**config.mk**
```make
export PLATFORM = sky130hd
export DESIGN_NAME = irq_daisy_chain
export DESIGN_NICKNAME = d
export VERILOG_FILES = /design/src/rtl/irq_chain_pkg.sv /design/src/rtl/irq_chain_stage.sv /design/src/rtl/irq_onehot_enc.sv /design/src/rtl/irq_vec_ram.sv /design/src/rtl/irq_daisy_chain.sv
export SDC_FILE = /design/constraint.sdc
export NUM_CORES = 1
export LEC_CHECK = 0
export BUFFER_PORTS_ARGS = -buffer_cell sky130_fd_sc_hd__clkbuf_2
export CAP_MARGIN = 20
export CORE_MARGIN = 2
export CORE_UTILIZATION = 45
export DETAILED_ROUTE_END_ITERATION = 10
export PLACE_DENSITY = 0.66
export SYNTH_ARGS = -nofsm -noshare
export SYNTH_HDL_FRONTEND = slang
export SYNTH_SLANG_ARGS = --single-unit
```
**constraint.sdc**
```tcl
create_clock -name clk -period 3.6 [get_ports clk]
set_input_delay 0.36 -clock clk [delete_from_list [all_inputs] [get_ports clk]]
set_output_delay 0.36 -clock clk [all_outputs]
set_load 0.01 [all_outputs]
```
**src/rtl/irq_chain_pkg.sv**
```systemverilog
package irq_chain_pkg;
  parameter int unsigned DEF_STAGES = 8;
  parameter int unsigned DEF_VEC_W  = 8;

  function automatic int unsigned idx_width(input int unsigned n);
    return (n > 1) ? $clog2(n) : 1;
  endfunction
endpackage

```
**src/rtl/irq_chain_stage.sv**
```systemverilog
module irq_chain_stage (
  input  logic clk,
  input  logic rst,
  input  logic raise,
  input  logic enable,
  input  logic ack,
  input  logic chain_in,
  output logic chain_out,
  output logic grant,
  output logic pend_q,
  output logic pend_d
);
  logic act;

  // active request = pending and enabled
  assign act       = pend_q & enable;
  // ripple: a requesting stage blocks everything downstream
  assign chain_out = chain_in | act;
  // respond only where the chain turns from low to high
  assign grant     = chain_out & ~chain_in;

  always_comb begin
    pend_d = pend_q;
    if (ack && grant) pend_d = 1'b0;
    if (raise)        pend_d = 1'b1;   // a new request outranks its own clear
  end

  always_ff @(posedge clk) begin
    if (rst) pend_q <= 1'b0;
    else     pend_q <= pend_d;
  end
endmodule

```
**src/rtl/irq_onehot_enc.sv**
```systemverilog
module irq_onehot_enc #(
  parameter int unsigned N  = 8,
  parameter int unsigned IW = 3
) (
  input  logic [N-1:0]  onehot,
  output logic [IW-1:0] idx,
  output logic          any
);
  always_comb begin
    idx = '0;
    for (int unsigned i = 0; i < N; i++) begin
      if (onehot[i]) idx = idx | IW'(i);
    end
  end
  assign any = |onehot;
endmodule

```
**src/rtl/irq_vec_ram.sv**
```systemverilog
module irq_vec_ram #(
  parameter int unsigned DEPTH = 8,
  parameter int unsigned W     = 8,
  parameter int unsigned AW    = 3
) (
  input  logic          clk,
  input  logic          we,
  input  logic [AW-1:0] waddr,
  input  logic [W-1:0]  wdata,
  input  logic          re,
  input  logic [AW-1:0] raddr,
  output logic [W-1:0]  rdata
);
  logic [W-1:0] mem [DEPTH];

  // read-first: a same-edge write is not seen by the read
  always_ff @(posedge clk) begin
    if (we) mem[waddr] <= wdata;
    if (re) rdata      <= mem[raddr];
  end
endmodule

```
**src/rtl/irq_daisy_chain.sv**
```systemverilog
module irq_daisy_chain
  import irq_chain_pkg::*;
#(
  parameter int unsigned N_STAGES = DEF_STAGES,
  parameter int unsigned VEC_W    = DEF_VEC_W,
  parameter int unsigned IDX_W    = idx_width(N_STAGES)
) (
  input  logic                clk,
  input  logic                rst,
  input  logic [N_STAGES-1:0] raise,
  input  logic [N_STAGES-1:0] enable,
  input  logic                inta,
  input  logic                vec_we,
  input  logic [IDX_W-1:0]    vec_sel,
  input  logic [VEC_W-1:0]    vec_wdata,
  output logic                int_req,
  output logic                vec_valid,
  output logic [VEC_W-1:0]    vec_out
);
  localparam int unsigned CHAIN_LEN = N_STAGES + 1;

  logic [CHAIN_LEN-1:0] chain;
  logic [N_STAGES-1:0]  grant_vec;
  logic [N_STAGES-1:0]  pend_vec;
  logic [N_STAGES-1:0]  pend_nxt;
  logic [IDX_W-1:0]     win_idx;
  logic                 win_any;
  logic [VEC_W-1:0]     ram_q;
  logic                 int_req_q;
  logic                 valid_q;
  logic                 wr_ok;

  // head of the chain is tied low: stage 0 ranks highest
  assign chain[0] = 1'b0;

  for (genvar g = 0; g < N_STAGES; g++) begin : g_stage
    irq_chain_stage u_stage (
      .clk       (clk),
      .rst       (rst),
      .raise     (raise[g]),
      .enable    (enable[g]),
      .ack       (inta),
      .chain_in  (chain[g]),
      .chain_out (chain[g+1]),
      .grant     (grant_vec[g]),
      .pend_q    (pend_vec[g]),
      .pend_d    (pend_nxt[g])
    );
  end

  irq_onehot_enc #(.N(N_STAGES), .IW(IDX_W)) u_enc (
    .onehot (grant_vec),
    .idx    (win_idx),
    .any    (win_any)
  );

  assign wr_ok = vec_we && (32'(vec_sel) < N_STAGES);

  irq_vec_ram #(.DEPTH(N_STAGES), .W(VEC_W), .AW(IDX_W)) u_ram (
    .clk   (clk),
    .we    (wr_ok),
    .waddr (vec_sel),
    .wdata (vec_wdata),
    .re    (inta && win_any),
    .raddr (win_idx),
    .rdata (ram_q)
  );

  always_ff @(posedge clk) begin
    if (rst) begin
      int_req_q <= 1'b0;
      valid_q   <= 1'b0;
    end else begin
      int_req_q <= |(pend_nxt & enable);
      valid_q   <= inta && win_any;
    end
  end

  assign int_req   = int_req_q;
  assign vec_valid = valid_q;
  assign vec_out   = valid_q ? ram_q : '0;
endmodule

```
## Yosys cells after proc, flatten, opt, wreduce, memory -nomap -nowiden

Memory sizes are Yosys's and may differ from the RTL's. A register that Yosys moved wholly into a read port is not among the register bits.
Index checks and enable logic that the tools add are counted.

- Muxes and demuxes: 26
- Bitwise operators: 30
- Reduce and logical (&&, ||, !) cells: 11

Operators with widths:

| operator | count |
|---|---|
| $mux 1 | 19 |
| $reduce_or 8->1 | 2 |
| $and 1x1->1 | 15 |
| $mux 3 | 4 |
| $logic_and 1x1->1 | 9 |
| $and 8x8->8 | 1 |
| $mux 8 | 1 |
| $not 1->1 | 7 |
| $or 1x1->1 | 7 |
| $mux 2 | 2 |

- Flip-flop bits (word level): 10
- RAM bits: 64
- Input bits: 31
- Output and inout port bits: 10
- Word-level logic and storage cells: 78
- Memories kept: 1

Memories:

| name | words | bits a word | read ports | clocked after memory_dff | write ports | line | text |
|---|---|---|---|---|---|---|---|
| u_ram.mem | 8 | 8 | 1 | 1 | 1 | irq_vec_ram.sv:14 | `logic [W-1:0] mem [DEPTH];` |

## Longest topological paths before layout

Gate-level depths: netlist (run 1).

- Word-level depth: 14
- Gate-level depth with buffers: 7
- Mapped depth without buffers: 5

## Modules after synthesis

Synthesis (run 1) repeated with hierarchy kept, for this count alone.

- Cells, all modules: 201
- Area total of the unflattened synthesis: 3475.8 um^2

By module, submodules not included:

| module | times used | cells each | area an instance (um^2) | seq. area each (um^2) |
|---|---|---|---|---|
| irq_vec_ram | 1 | 114 | 2771.4 | 2162.1 |
| irq_chain_stage | 8 | 8 | 63.8 | 20.0 |
| irq_daisy_chain | 1 | 18 | 145.1 | 40.0 |
| irq_onehot_enc | 1 | 5 | 48.8 | 0.0 |

## Worst setup path after synthesis (run 1)

Ideal clock, no wire load.

- Path kind: input -> register
- From: input enable[0]
- To: register u_ram.rdata[0] (read register of u_ram.mem), data pin
- Setup time: 275 ps
- Data arrival time: 1762 ps
- Data required time: 3325 ps
- Slack: 1562 ps
- Cell stages on the path: 6
- Path buffers: 1
- Cells stage by stage: a22o_4 -> a211oi_4 -> clkbuf_1 -> inv_1 -> nor2_2 -> a311oi_1

- Word-level cells in the longest chain between the ends: 11
- Elaborated cells between the ends (all ways): 31
- Classes of those cells: 7 x mux; 22 x bitwise; 2 x reduce/logical

Ends and longest elaborated chain:

| element | line | text |
|---|---|---|
| from (decl) | irq_daisy_chain.sv:11 | `input logic [N_STAGES-1:0] enable,` |
| $and 1x1->1 (*) | irq_chain_stage.sv:16 | `assign act = pend_q & enable;` |
| $or 1x1->1 (6 in a row) | irq_chain_stage.sv:18 | `assign chain_out = chain_in \| act;` |
| $or 1x1->1 or $not 1->1 (tied branches) | irq_chain_stage.sv:18, irq_chain_stage.sv:20 |  |
| $and 1x1->1 | irq_chain_stage.sv:20 | `assign grant = chain_out & ~chain_in;` |
| $reduce_or 8->1 | irq_onehot_enc.sv:15 | `assign any = \|onehot;` |
| $logic_and 1x1->1 | irq_daisy_chain.sv:64 | `.re (inta && win_any),` |
| to (decl) | irq_vec_ram.sv:12 | `output logic [W-1:0] rdata` |

Mark *: on every way between the ends. The rest lies on a longest branch, timed or not.
A chain may end at the register's enable or synchronous reset.

## Worst setup path in the final report (run 1)

- From: register g_stage[4].u_stage.pend_q
- To: register u_ram.rdata[7] (read register of u_ram.mem), data pin

- Word-level cells in the longest chain between the ends: 8
- Elaborated cells between the ends (all ways): 18
- Classes of those cells: 4 x mux; 12 x bitwise; 2 x reduce/logical

Ends and longest elaborated chain:

| element | line | text |
|---|---|---|
| from (decl) | irq_chain_stage.sv:10 | `output logic pend_q,` |
| from (signal assigned) | irq_chain_stage.sv:30 | `else pend_q <= pend_d;` |
| $and 1x1->1 (*) | irq_chain_stage.sv:16 |  |
| $or 1x1->1 (*) | irq_chain_stage.sv:18 |  |
| $or 1x1->1 (2 in a row) | irq_chain_stage.sv:18 |  |
| $or 1x1->1 or $not 1->1 (tied branches) | irq_chain_stage.sv:18, irq_chain_stage.sv:20 |  |
| $and 1x1->1 | irq_chain_stage.sv:20 |  |
| $reduce_or 8->1 | irq_onehot_enc.sv:15 |  |
| $logic_and 1x1->1 | irq_daisy_chain.sv:64 |  |

Marked as above.

==> results.py, run 1 <==
metrics = {
    "detailed_routing": {
        "detailedRoute.firstIterationViolations": 172,
        "vias_per_cell": 5.35,
        "avgRoutedWirePerCell_um": 15.9,
        "route.antenna.remaining_nets": 0,
        "wirelength_um": 6390,
        "via_count": 2157,
        "first_pass_iters": 4,
        "post-route-drc-count": 0,
    },
    "grt": {
        "grt_pass1_wl_um": 10300,
        "grt_util_met3_pct": 4.15,
        "global_route.usage.met2_pct": 22.7,
        "initial_antenna_violation_count": 0,
        "use_met1_pct": 24.5,
        "gr-usage-all-layers_pct": 16.6,
        "pin_count_of_the_biggest_net_entering_global_routing": 27,
        "grt_remaining_overflow": 0,
        "busiest_layer": "met1",
        "first_global_vias": 1981,
    },
    "timing": {
        "grt_setup_unrepaired": "no",
        "max_clock_skew_ns": 0.0124,
        "maxSlewViolCount": 0,
        "min_period_over_period_pct": 66.3,
        "setup_viol": 0,
        "finalCriticalPeriod_ns": 2.39,
        "slew_headroom_pct": 47.5,
        "fin_ws_ns": 1.21,
        "achievable-frequency_ghz": 0.419,
        "hold_viol": 0,
        "fin_setup_tns_ns": 0,
        "timing_worst_slew_pin_value_ns": 0.785,
    },
    "synth": {
        "synth_nets": 283,
        "syn_inst": 252,
        "postSynthRegisterBits": 82,
        "dominantRegCellSynth": "sky130_fd_sc_hd__edfxtp_1",
        "sequential_element_share_of_the_synthesized_area_pct": 68.4,
        "synth_edf_count": 72,
        "synthDistinctLibCells": 35,
        "synth.cell_area_sq_mm": 0.00345,
        "ys_warn_count": 0,
        "synth_async_sr_flop_share_pct": 0,
        "synth.avg_cell_area_sq_um": 13.7,
    },
    "finish": {
        "flow.area_growth_from_synthesis_pct": 13.7,
        "nNetsFinal": 330,
        "layout.cells.most_common": "sky130_fd_sc_hd__edfxtp_1",
        "post_route_cells_drive_above_1_share_pct": 20.1,
        "layout_common_cells": "72 x sky130_fd_sc_hd__edfxtp_1, 40 x sky130_fd_sc_hd__clkbuf_2, 34 x sky130_fd_sc_hd__nand2_1, 16 x sky130_fd_sc_hd__nor2_1, 16 x sky130_fd_sc_hd__mux2i_1",
        "antenna-diode-count": 0,
    },
    "clock_tree": {
        "ctsHoldBuffers": 0,
        "path_clk_slew_ns": 0.08,
        "worst_skew_pair.late_latency_ns": 0.35,
        "root_buffer": "sky130_fd_sc_hd__clkbuf_8",
        "cts_htree_levels": 3,
        "clockBufferDepth": 2,
        "clock_sink_count": 82,
        "cts_buffers": 9,
        "post-cts-setup-buffers": 0,
        "cts_repair_resize_count": 0,
        "tritoncts": "done",
    },
    "floorplan": {
        "dieArea_sq_mm": 0.00839,
        "dieWidth_um": 91.6,
        "floorplan.io_pins": 41,
        "core_area_sq_mm": 0.00733,
        "initial_core_util_pct": 47.1,
        "rows": 31,
        "die_y_um": 91.6,
    },
    "power": {
        "ir_drop_worst_case_vdd_mv": 0.226,
        "p_leak_nw": 1.38,
        "pwr_density_cell_mw_per_mm2": 482,
    },
    "setup_path": {
        "critPathCaptureType": "flip-flop",
        "launching_element_type_of_the_critical_path": "flip-flop",
        "r2r_setup_slk_ns": 1.21,
        "max_fanout_on_critical_path": 16,
        "timing.critical_path.arrival_ns": 2.46,
        "critPathKind": "flip-flop to flip-flop",
        "cp_data_required_time_ns": 3.67,
    },
    "placement": {
        "finalWeightedCongestion": 0.822,
        "preCtsSetupSlack_ns": 1.09,
        "count_of_input_and_output_buffers": 40,
        "place.detailed.hpwl_um": 4620,
    },
    "job": {
        "maxCapViolCount": 0,
    },
    "status": {
        "status": "completed",
    },
    "worst_hold_path": {
        "min_path_type": "input port to flip-flop",
    },
}
## synth_stat cells (all sizes together) (2+ instances only)
master   number  area share [%]
nand4         4            0.72
o211ai        3            0.65
nand2        34             3.7
nand2b        3            0.54
buf           2            0.54
a22o         11             3.0
and2         11             2.0
a22oi         6             1.6
nor2b         2            0.36
a31oi         2            0.36
nor2         17             1.9
a2111oi       9             2.3
dfxtp        10             5.8
nand3         4            0.58
o21ai         4            0.58
a311oi        8             2.0
a21oi        10             1.4
nor3          2            0.29
mux2i        16             4.6
clkbuf        5            0.54
and3          9             1.6
edfxtp       72              63
## metal layers
metal / share of wire (%) / vias up / wire (um)
li1: - / 1082 / -
met1: 49 / 1005 / 3140
met2: 44 / 58 / 2800
met3: 4.9 / 12 / 316
met4: 2.1 / 0 / 136
met5: 0 / - / 0
## layout make-up
type | count | area, sq um
Sequential cell | 82 | 2360
Multi-Input combinational cell | 162 | 1050
Timing Repair Buffer | 43 | 223
Clock inverter | 5 | 31.3
Fill cell | 608 | 3410
Inverter | 1 | 3.75
Clock buffer | 11 | 131
Tap cell | 99 | 124
## path summary, 6_finish.rpt
path                                         from                                   end  cells after the start
max          g_stage[4].u_stage.pend_q$_SDFF_PP0_              u_ram.rdata[7]$_DFFE_PP_                      5
min                                      raise[0]  g_stage[0].u_stage.pend_q$_SDFF_PP0_                      3
max reg2reg  g_stage[4].u_stage.pend_q$_SDFF_PP0_              u_ram.rdata[7]$_DFFE_PP_                      5
min reg2reg  g_stage[7].u_stage.pend_q$_SDFF_PP0_  g_stage[7].u_stage.pend_q$_SDFF_PP0_                      2
## power breakdown
| part | internal (mW) | switching [mW] |
|---|---|---|
| clock | 0.247 | 0.311 |
| sequential | 1.08 | 0.0167 |
| combinational | 0.0912 | 0.140 |
| total | 1.42 | 0.468 |
## sequential cells by signal (all words and copies together) (netlist names)
signal / cells
u_ram.mem: 64
g_stage.u_stage.pend_q: 8
u_ram.rdata: 8
int_req: 1
vec_valid: 1
## critical path: stages, from the launching register on
cell,delay (ns)
sky130_fd_sc_hd__dfxtp_1,0.36
sky130_fd_sc_hd__a22o_1,0.26
sky130_fd_sc_hd__o21ai_1,0.45
sky130_fd_sc_hd__nand2_1,0.42
sky130_fd_sc_hd__a2111oi_0,0.53
sky130_fd_sc_hd__a311oi_1,0.09
## kinds of logic after synthesis
family	share of synthesized area (%)
flops	68.4
buf+inv	1.20
compound gates	13.6
mux	4.64
simple gates	12.1
## stage by stage
stage / power [mW] / utilization [%] / hold slack, ns / cells / area [sq um]
6_report: 1.89 / 53.5 / 0.239 / 403 / 3920
3_5_place_dp: 1.35 / 51.3 / 0.530 / 387 / 3760
3_3_place_gp: 1.35 / 51.3 / 0.513 / 387 / 3760
4_1_cts: 1.91 / 53.5 / 0.223 / 403 / 3920
5_1_grt: 1.98 / 53.5 / 0.233 / 403 / 3920
2_1_floorplan: 1.27 / - / 0.459 / 252 / 3450
Note: power is estimated with default switching activity, not from simulation.
==> run 2, diff against run 1 <==
Clock period 3.6 ns to 2.3 ns, I/O delays scaled along.
==> run 2 against run 1 <==
  * Cell area rose by 2.4%
  * Worst setup slack worse by 0.98 ns
  * Clock skew shrank 0.0037 ns
  * Sequential share of layout area decreased by 1.4 points
  * Via count grew 3.4%
  * Count of clock-buffer cells in the layout shrank 2
  * Register-to-register slack worse by 0.98 ns
  * Utilization is 1.3 points higher
  * Flip-flop and latch count did not move
  * Highest routed layer unchanged
  * Largest cell class unchanged
==> results.py, run 2 (synthesis gave the netlist of run 1 again) <==
metrics = {
    "grt": {
        "first_global_vias": 2114,
        "initial_antenna_violation_count": 0,
        "grt_remaining_overflow": 0,
        "gr-usage-all-layers_pct": 16.6,
        "grt_pass1_wl_um": 10600,
        "pin_count_of_the_biggest_net_entering_global_routing": 27,
    },
    "finish": {
        "layout_common_cells": "72 x sky130_fd_sc_hd__edfxtp_1, 40 x sky130_fd_sc_hd__clkbuf_2, 34 x sky130_fd_sc_hd__nand2_1, 16 x sky130_fd_sc_hd__nor2_1, 16 x sky130_fd_sc_hd__mux2i_1",
        "flow.area_growth_from_synthesis_pct": 16.3,
        "registers.top_by_ff_count": "u_ram.mem",
        "seqCellArea_sq_mm": 0.00236,
        "nNetsFinal": 337,
        "multi_input_comb_area_sq_mm": 0.00105,
        "antenna-diode-count": 0,
        "post_route_cells_drive_above_1_share_pct": 22.6,
        "largest_register_ff_count": 64,
        "layout.cells.most_common": "sky130_fd_sc_hd__edfxtp_1",
        "layout.filler_cells": 602,
        "top_regs": "u_ram.mem: 64 flops, g_stage.u_stage.pend_q: 8 flops, u_ram.rdata: 8 flops",
    },
    "setup_path": {
        "critPathMaxStageDelay_ns": 0.52,
        "r2r_setup_slk_ns": 0.23,
        "rr_endpoint": "u_ram.rdata[5]$_DFFE_PP_",
        "critPathCaptureType": "flip-flop",
        "max_fanout_on_critical_path": 16,
        "timing.critical_path.arrival_ns": 2.14,
        "critPathKind": "flip-flop to flip-flop",
        "crit-reg2reg-launch": "g_stage[1].u_stage.pend_q$_SDFF_PP0_",
        "launching_element_type_of_the_critical_path": "flip-flop",
        "cpMaxStageDelayCell": "sky130_fd_sc_hd__a2111oi_0",
        "critPathBufInv": 0,
        "length_in_cells_of_the_worst_reg_to_reg_path": 5,
        "cell_family_with_the_largest_share_of_critical_path_delay": "simple AND/OR/NAND/NOR gates",
        "critPathMostFrequentCell": "sky130_fd_sc_hd__nand2_1",
        "path_cells": "nand2_1 -> and2_1 -> nand2_1 -> a2111oi_0 -> a311oi_1",
        "cp_data_required_time_ns": 2.37,
    },
    "floorplan": {
        "core_area_sq_mm": 0.00733,
        "dieArea_sq_mm": 0.00839,
        "dieWidth_um": 91.6,
        "rows": 31,
        "floorplan.io_pins": 41,
        "initial_core_util_pct": 47.1,
        "die_y_um": 91.6,
    },
    "placement": {
        "place.detailed.hpwl_um": 4730,
        "count_of_input_and_output_buffers": 40,
        "finalWeightedCongestion": 0.847,
        "preCtsSetupSlack_ns": 0.243,
    },
    "detailed_routing": {
        "first_pass_iters": 4,
        "avgRoutedWirePerCell_um": 15.9,
        "via_count": 2230,
        "route.antenna.remaining_nets": 0,
        "detailedRoute.firstIterationViolations": 159,
        "vias_per_cell": 5.45,
        "post-route-drc-count": 0,
        "wirelength_um": 6520,
    },
    "worst_hold_path": {
        "min_delay_endpoint": "g_stage[0].u_stage.pend_q$_SDFF_PP0_",
        "holdPathStages": 3,
        "min_path_type": "input port to flip-flop",
        "min_from": "raise[0]",
    },
    "timing": {
        "maxSlewViolCount": 0,
        "finalCriticalPeriod_ns": 2.07,
        "slew_headroom_pct": 50.8,
        "grt_setup_unrepaired": "no",
        "achievable-frequency_ghz": 0.484,
        "hold_viol": 0,
        "setup_viol": 0,
        "max_clock_skew_ns": 0.00874,
        "hold-worst-slack_ns": 0.0999,
        "min_period_over_period_pct": 89.8,
        "timing_worst_slew_pin_value_ns": 0.735,
        "fin_ws_ns": 0.234,
        "fin_setup_tns_ns": 0,
    },
    "clock_tree": {
        "cts_repair_resize_count": 0,
        "cts_htree_levels": 3,
        "cts_buffers": 9,
        "worst_skew_pair.late_latency_ns": 0.35,
        "ctsHoldBuffers": 0,
        "post-cts-setup-buffers": 0,
        "path_clk_slew_ns": 0.08,
        "clock_sink_count": 82,
        "clockBufferDepth": 2,
        "tritoncts": "done",
        "root_buffer": "sky130_fd_sc_hd__clkbuf_8",
    },
    "job": {
        "maxCapViolCount": 0,
    },
    "power": {
        "p_leak_nw": 1.44,
        "pwr_density_cell_mw_per_mm2": 775,
        "total_power_mw": 3.11,
        "ir_drop_worst_case_vdd_mv": 0.516,
    },
    "status": {
        "status": "completed",
    },
}
-- run 2: area by class of cell --
| class | count | area share, % |
|---|---|---|
| Clock buffer | 9 | 3.08 |
| Multi-Input combinational cell | 162 | 26.1 |
| Inverter | 1 | 0.0935 |
| Tap cell | 99 | 3.08 |
| Sequential cell | 82 | 58.8 |
| Clock inverter | 6 | 1.65 |
| Timing Repair Buffer | 50 | 7.17 |
-- run 2: report_power, final --
part / internal [mW] / switching, mW
Combinational: 0.160 / 0.224
Sequential: 1.70 / 0.0267
Clock: 0.499 / 0.507
-- run 2: through the flow --
step / area [sq um] / cells / utilization [%]
after floorplan: 3450 / 252 / -
after global placement: 3830 / 394 / 52.2
after detailed placement: 3830 / 394 / 52.2
after CTS: 4020 / 409 / 54.8
after global routing: 4020 / 409 / 54.8
final: 4020 / 409 / 54.8
-- run 2: worst register-to-register path: cells and delay by family (launching register included) --
kind	cells	cell delay, ns
AO/OA/AOI/OAI	2	0.63
flip-flops	1	0.35
AND/OR/NAND/NOR	3	0.82
-- run 2: per-layer routing --
layer / vias up / share of wire [%] / GRT usage (%)
met2: 66 / 46 / 24.9
met5: - / 0 / 0
met3: 7 / 5.3 / 3.98
met1: 1059 / 47 / 23.2
met4: 0 / 1.3 / 6.94
li1: 1098 / - / -
-- run 2: how the worst max path moves through the flow --
stage | cells after the start | startpoint | end
after CTS | 5 | g_stage[0].u_stage.pend_q$_SDFF_PP0_ | u_ram.rdata[5]$_DFFE_PP_
after floorplan | 6 | g_stage[0].u_stage.pend_q$_SDFF_PP0_ | u_ram.rdata[0]$_DFFE_PP_
final | 5 | g_stage[1].u_stage.pend_q$_SDFF_PP0_ | u_ram.rdata[5]$_DFFE_PP_
after detailed placement | 6 | enable[0] | u_ram.rdata[5]$_DFFE_PP_
after global placement | 6 | enable[4] | u_ram.rdata[2]$_DFFE_PP_
after global routing | 5 | g_stage[0].u_stage.pend_q$_SDFF_PP0_ | u_ram.rdata[4]$_DFFE_PP_
==> run 3, diff against run 2 <==
Settings changed: ABC_AREA set to 1.
==> run 3 against run 2 <==
  * Global-route usage increased by 1.2 points
  * Final cell count increased by 34%
  * Clock skew barely moved
==> results.py, run 3 <==
metrics = {
    "timing": {
        "fin_setup_tns_ns": 0,
        "setup_viol": 0,
        "slew_headroom_pct": 78.0,
        "max_clock_skew_ns": 0.00889,
        "timing_worst_slew_pin_value_ns": 0.330,
        "finalCriticalPeriod_ns": 1.96,
        "achievable-frequency_ghz": 0.511,
        "hold_viol": 0,
        "min_period_over_period_pct": 85.2,
        "maxSlewViolCount": 0,
        "grt_setup_unrepaired": "no",
        "fin_ws_ns": 0.341,
    },
    "clock_tree": {
        "clockBufferDepth": 2,
        "root_buffer": "sky130_fd_sc_hd__clkbuf_8",
        "cts_buffers": 9,
        "post-cts-setup-buffers": 0,
        "worst_skew_pair.late_latency_ns": 0.34,
        "clock_sink_count": 82,
        "ctsHoldBuffers": 0,
        "path_clk_slew_ns": 0.08,
        "cts_repair_resize_count": 0,
        "cts_htree_levels": 3,
        "tritoncts": "done",
    },
    "synth": {
        "synth.avg_cell_area_sq_um": 9.56,
        "synth_commonest_cells": "158 x sky130_fd_sc_hd__nand2_1, 72 x sky130_fd_sc_hd__edfxtp_1, 42 x sky130_fd_sc_hd__nand3_1",
        "synth_largest_area_cell": "sky130_fd_sc_hd__edfxtp_1",
        "ys_warn_count": 0,
        "synthDominantCellAreaShare_pct": 58.3,
        "synth_nets": 419,
        "synthDistinctLibCells": 22,
        "synth.cell_area_sq_mm": 0.00371,
        "syn_inst": 388,
        "synth_edf_count": 72,
        "sequential_element_share_of_the_synthesized_area_pct": 63.7,
        "postSynthRegisterBits": 82,
        "synth_xor_xnor_area_share_pct": 0,
        "post_synth_fa_ha_maj_area_fraction_pct": 0,
        "dominant_combinational_cell_family_by_area_after_synthesis": "simple AND/OR/NAND/NOR gates",
        "synth_async_sr_flop_share_pct": 0,
        "netlist_top_cells_area": "sky130_fd_sc_hd__edfxtp_1 58%, sky130_fd_sc_hd__nand2_1 16%, sky130_fd_sc_hd__nand3_1 5.7%",
        "post_synthesis_compound_gate_area_fraction_pct": 1.79,
        "muxShareOfSynthArea_pct": 0,
        "most_frequent_cell_after_synthesis": "sky130_fd_sc_hd__nand2_1",
        "dominantRegCellSynth": "sky130_fd_sc_hd__edfxtp_1",
        "post_synth_and_or_nand_nor_area_fraction_pct": 27.8,
    },
    "detailed_routing": {
        "via_count": 2656,
        "first_pass_iters": 4,
        "dr_wl_met3_um": 388,
        "detailedRoute.firstIterationViolations": 150,
        "avgRoutedWirePerCell_um": 13.3,
        "met2RoutedLength_um": 3430,
        "post-route-drc-count": 0,
        "wirelength_um": 7250,
        "maxUsedRoutingLayer": "met4",
        "vias_per_cell": 4.86,
        "route.antenna.remaining_nets": 0,
        "wl_met1_um": 3310,
    },
    "finish": {
        "largest_register_ff_count": 64,
        "post_route_cells_drive_above_1_share_pct": 17.6,
        "nNetsFinal": 468,
        "layout_common_cells": "158 x sky130_fd_sc_hd__nand2_1, 72 x sky130_fd_sc_hd__edfxtp_1, 42 x sky130_fd_sc_hd__nand3_1, 40 x sky130_fd_sc_hd__clkbuf_2, 39 x sky130_fd_sc_hd__inv_1",
        "layout.filler_cells": 744,
        "flow.area_growth_from_synthesis_pct": 15.0,
        "registers.top_by_ff_count": "u_ram.mem",
        "top_regs": "u_ram.mem: 64 flops, g_stage.u_stage.pend_q: 8 flops, u_ram.rdata: 8 flops",
        "layout.cells.most_common": "sky130_fd_sc_hd__nand2_1",
        "antenna-diode-count": 0,
    },
    "floorplan": {
        "initial_core_util_pct": 45.8,
        "dieWidth_um": 94.8,
        "core_area_sq_mm": 0.00809,
        "rows": 33,
        "dieArea_sq_mm": 0.00898,
        "die_y_um": 94.8,
        "floorplan.io_pins": 41,
    },
    "grt": {
        "pin_count_of_the_biggest_net_entering_global_routing": 33,
        "initial_antenna_violation_count": 0,
        "gr-usage-all-layers_pct": 17.8,
        "first_global_vias": 2437,
        "grt_remaining_overflow": 0,
        "grt_pass1_wl_um": 11800,
    },
    "setup_path": {
        "launching_element_type_of_the_critical_path": "flip-flop",
        "r2r_setup_slk_ns": 0.34,
        "rr_endpoint": "u_ram.rdata[2]$_DFFE_PP_",
        "length_in_cells_of_the_worst_reg_to_reg_path": 12,
        "cp-startpoint": "g_stage[2].u_stage.pend_q$_SDFF_PP0_",
        "max_fanout_on_critical_path": 30,
        "critPathCaptureType": "flip-flop",
        "cp_data_required_time_ns": 2.41,
        "cp-endpoint": "u_ram.rdata[2]$_DFFE_PP_",
        "critPathKind": "flip-flop to flip-flop",
        "timing.critical_path.arrival_ns": 2.07,
        "crit-reg2reg-launch": "g_stage[2].u_stage.pend_q$_SDFF_PP0_",
    },
    "worst_hold_path": {
        "min_path_type": "input port to flip-flop",
        "holdPathStages": 3,
    },
    "power": {
        "ir_drop_worst_case_vdd_mv": 0.466,
        "pwr_density_cell_mw_per_mm2": 771,
        "p_leak_nw": 1.98,
    },
    "placement": {
        "finalWeightedCongestion": 0.795,
        "count_of_input_and_output_buffers": 40,
        "preCtsSetupSlack_ns": 0.358,
        "place.detailed.hpwl_um": 4760,
    },
    "job": {
        "maxCapViolCount": 0,
    },
    "status": {
        "status": "completed",
    },
}
[run 3: area by class of cell]
cell class | count | area, sq um | share of cell area (%)
repair buffers | 53 | 310 | 7.28
inverters | 41 | 154 | 3.61
flip-flops and latches | 82 | 2360 | 55.4
clock inverters | 6 | 81.3 | 1.91
well taps | 105 | 131 | 3.08
multi-input cells | 250 | 1100 | 25.7
clock buffers | 10 | 128 | 2.99
[run 3: how the worst min path moves through the flow]
stage,startpoint,to,slack [ns]
floorplan,vec_wdata[0],u_ram.mem[0][0]$_DFFE_PP_,0.33
global placement,raise[5],g_stage[5].u_stage.pend_q$_SDFF_PP0_,0.45
detailed placement,raise[5],g_stage[5].u_stage.pend_q$_SDFF_PP0_,0.46
CTS,raise[5],g_stage[5].u_stage.pend_q$_SDFF_PP0_,0.08
global route,raise[0],g_stage[0].u_stage.pend_q$_SDFF_PP0_,0.09
finish,raise[5],g_stage[5].u_stage.pend_q$_SDFF_PP0_,0.10
[run 3: report_power, final]
| group | internal, mW | switching, mW | leakage (nW) |
|---|---|---|---|
| registers | 1.70 | 0.0212 | 0.742 |
| clock network | 0.605 | 0.488 | 0.105 |
| logic | 0.161 | 0.313 | 1.14 |
[run 3: cell families (layout without fill, tap and decap cells)]
group           Yosys count  count (layout)
flops                    82              82
buf+inv                  56             110
simple gates            237             237
compound gates           13              13
[run 3: critical path, stage by stage, from the launching register on]
cell                       delay [ns]
sky130_fd_sc_hd__dfxtp_1         0.34
sky130_fd_sc_hd__nand2_1         0.11
sky130_fd_sc_hd__nand3_4         0.12
sky130_fd_sc_hd__nor2_1          0.07
sky130_fd_sc_hd__a21oi_1         0.13
sky130_fd_sc_hd__nand2_1         0.12
sky130_fd_sc_hd__inv_2           0.08
sky130_fd_sc_hd__buf_4           0.31
sky130_fd_sc_hd__nand3b_1        0.14
sky130_fd_sc_hd__nand3_1         0.10
sky130_fd_sc_hd__nand2_1         0.09
sky130_fd_sc_hd__nand2_1         0.06
sky130_fd_sc_hd__nand2_1         0.05
[run 3: per-layer routing]
layer / global-route usage, % / up-vias
met1: 22.4 / 1218
met3: 5.59 / 10
met2: 29.0 / 73
met5: 0 / -
met4: 6.64 / 0
li1: - / 1355
[run 3: metrics by stage]
| stage | power [mW] | instance area [sq um] | hold WS (ns) | util, % | cells |
|---|---|---|---|---|---|
| finish | 3.29 | 4260 | 0.104 | 52.7 | 547 |
| floorplan | 2.09 | 3710 | 0.329 | - | 388 |
| CTS | 3.32 | 4260 | 0.0841 | 52.7 | 547 |
| detailed placement | 2.23 | 4060 | 0.463 | 50.1 | 531 |
| global placement | 2.22 | 4060 | 0.452 | 50.1 | 531 |
| global route | 3.45 | 4260 | 0.0950 | 52.7 | 547 |
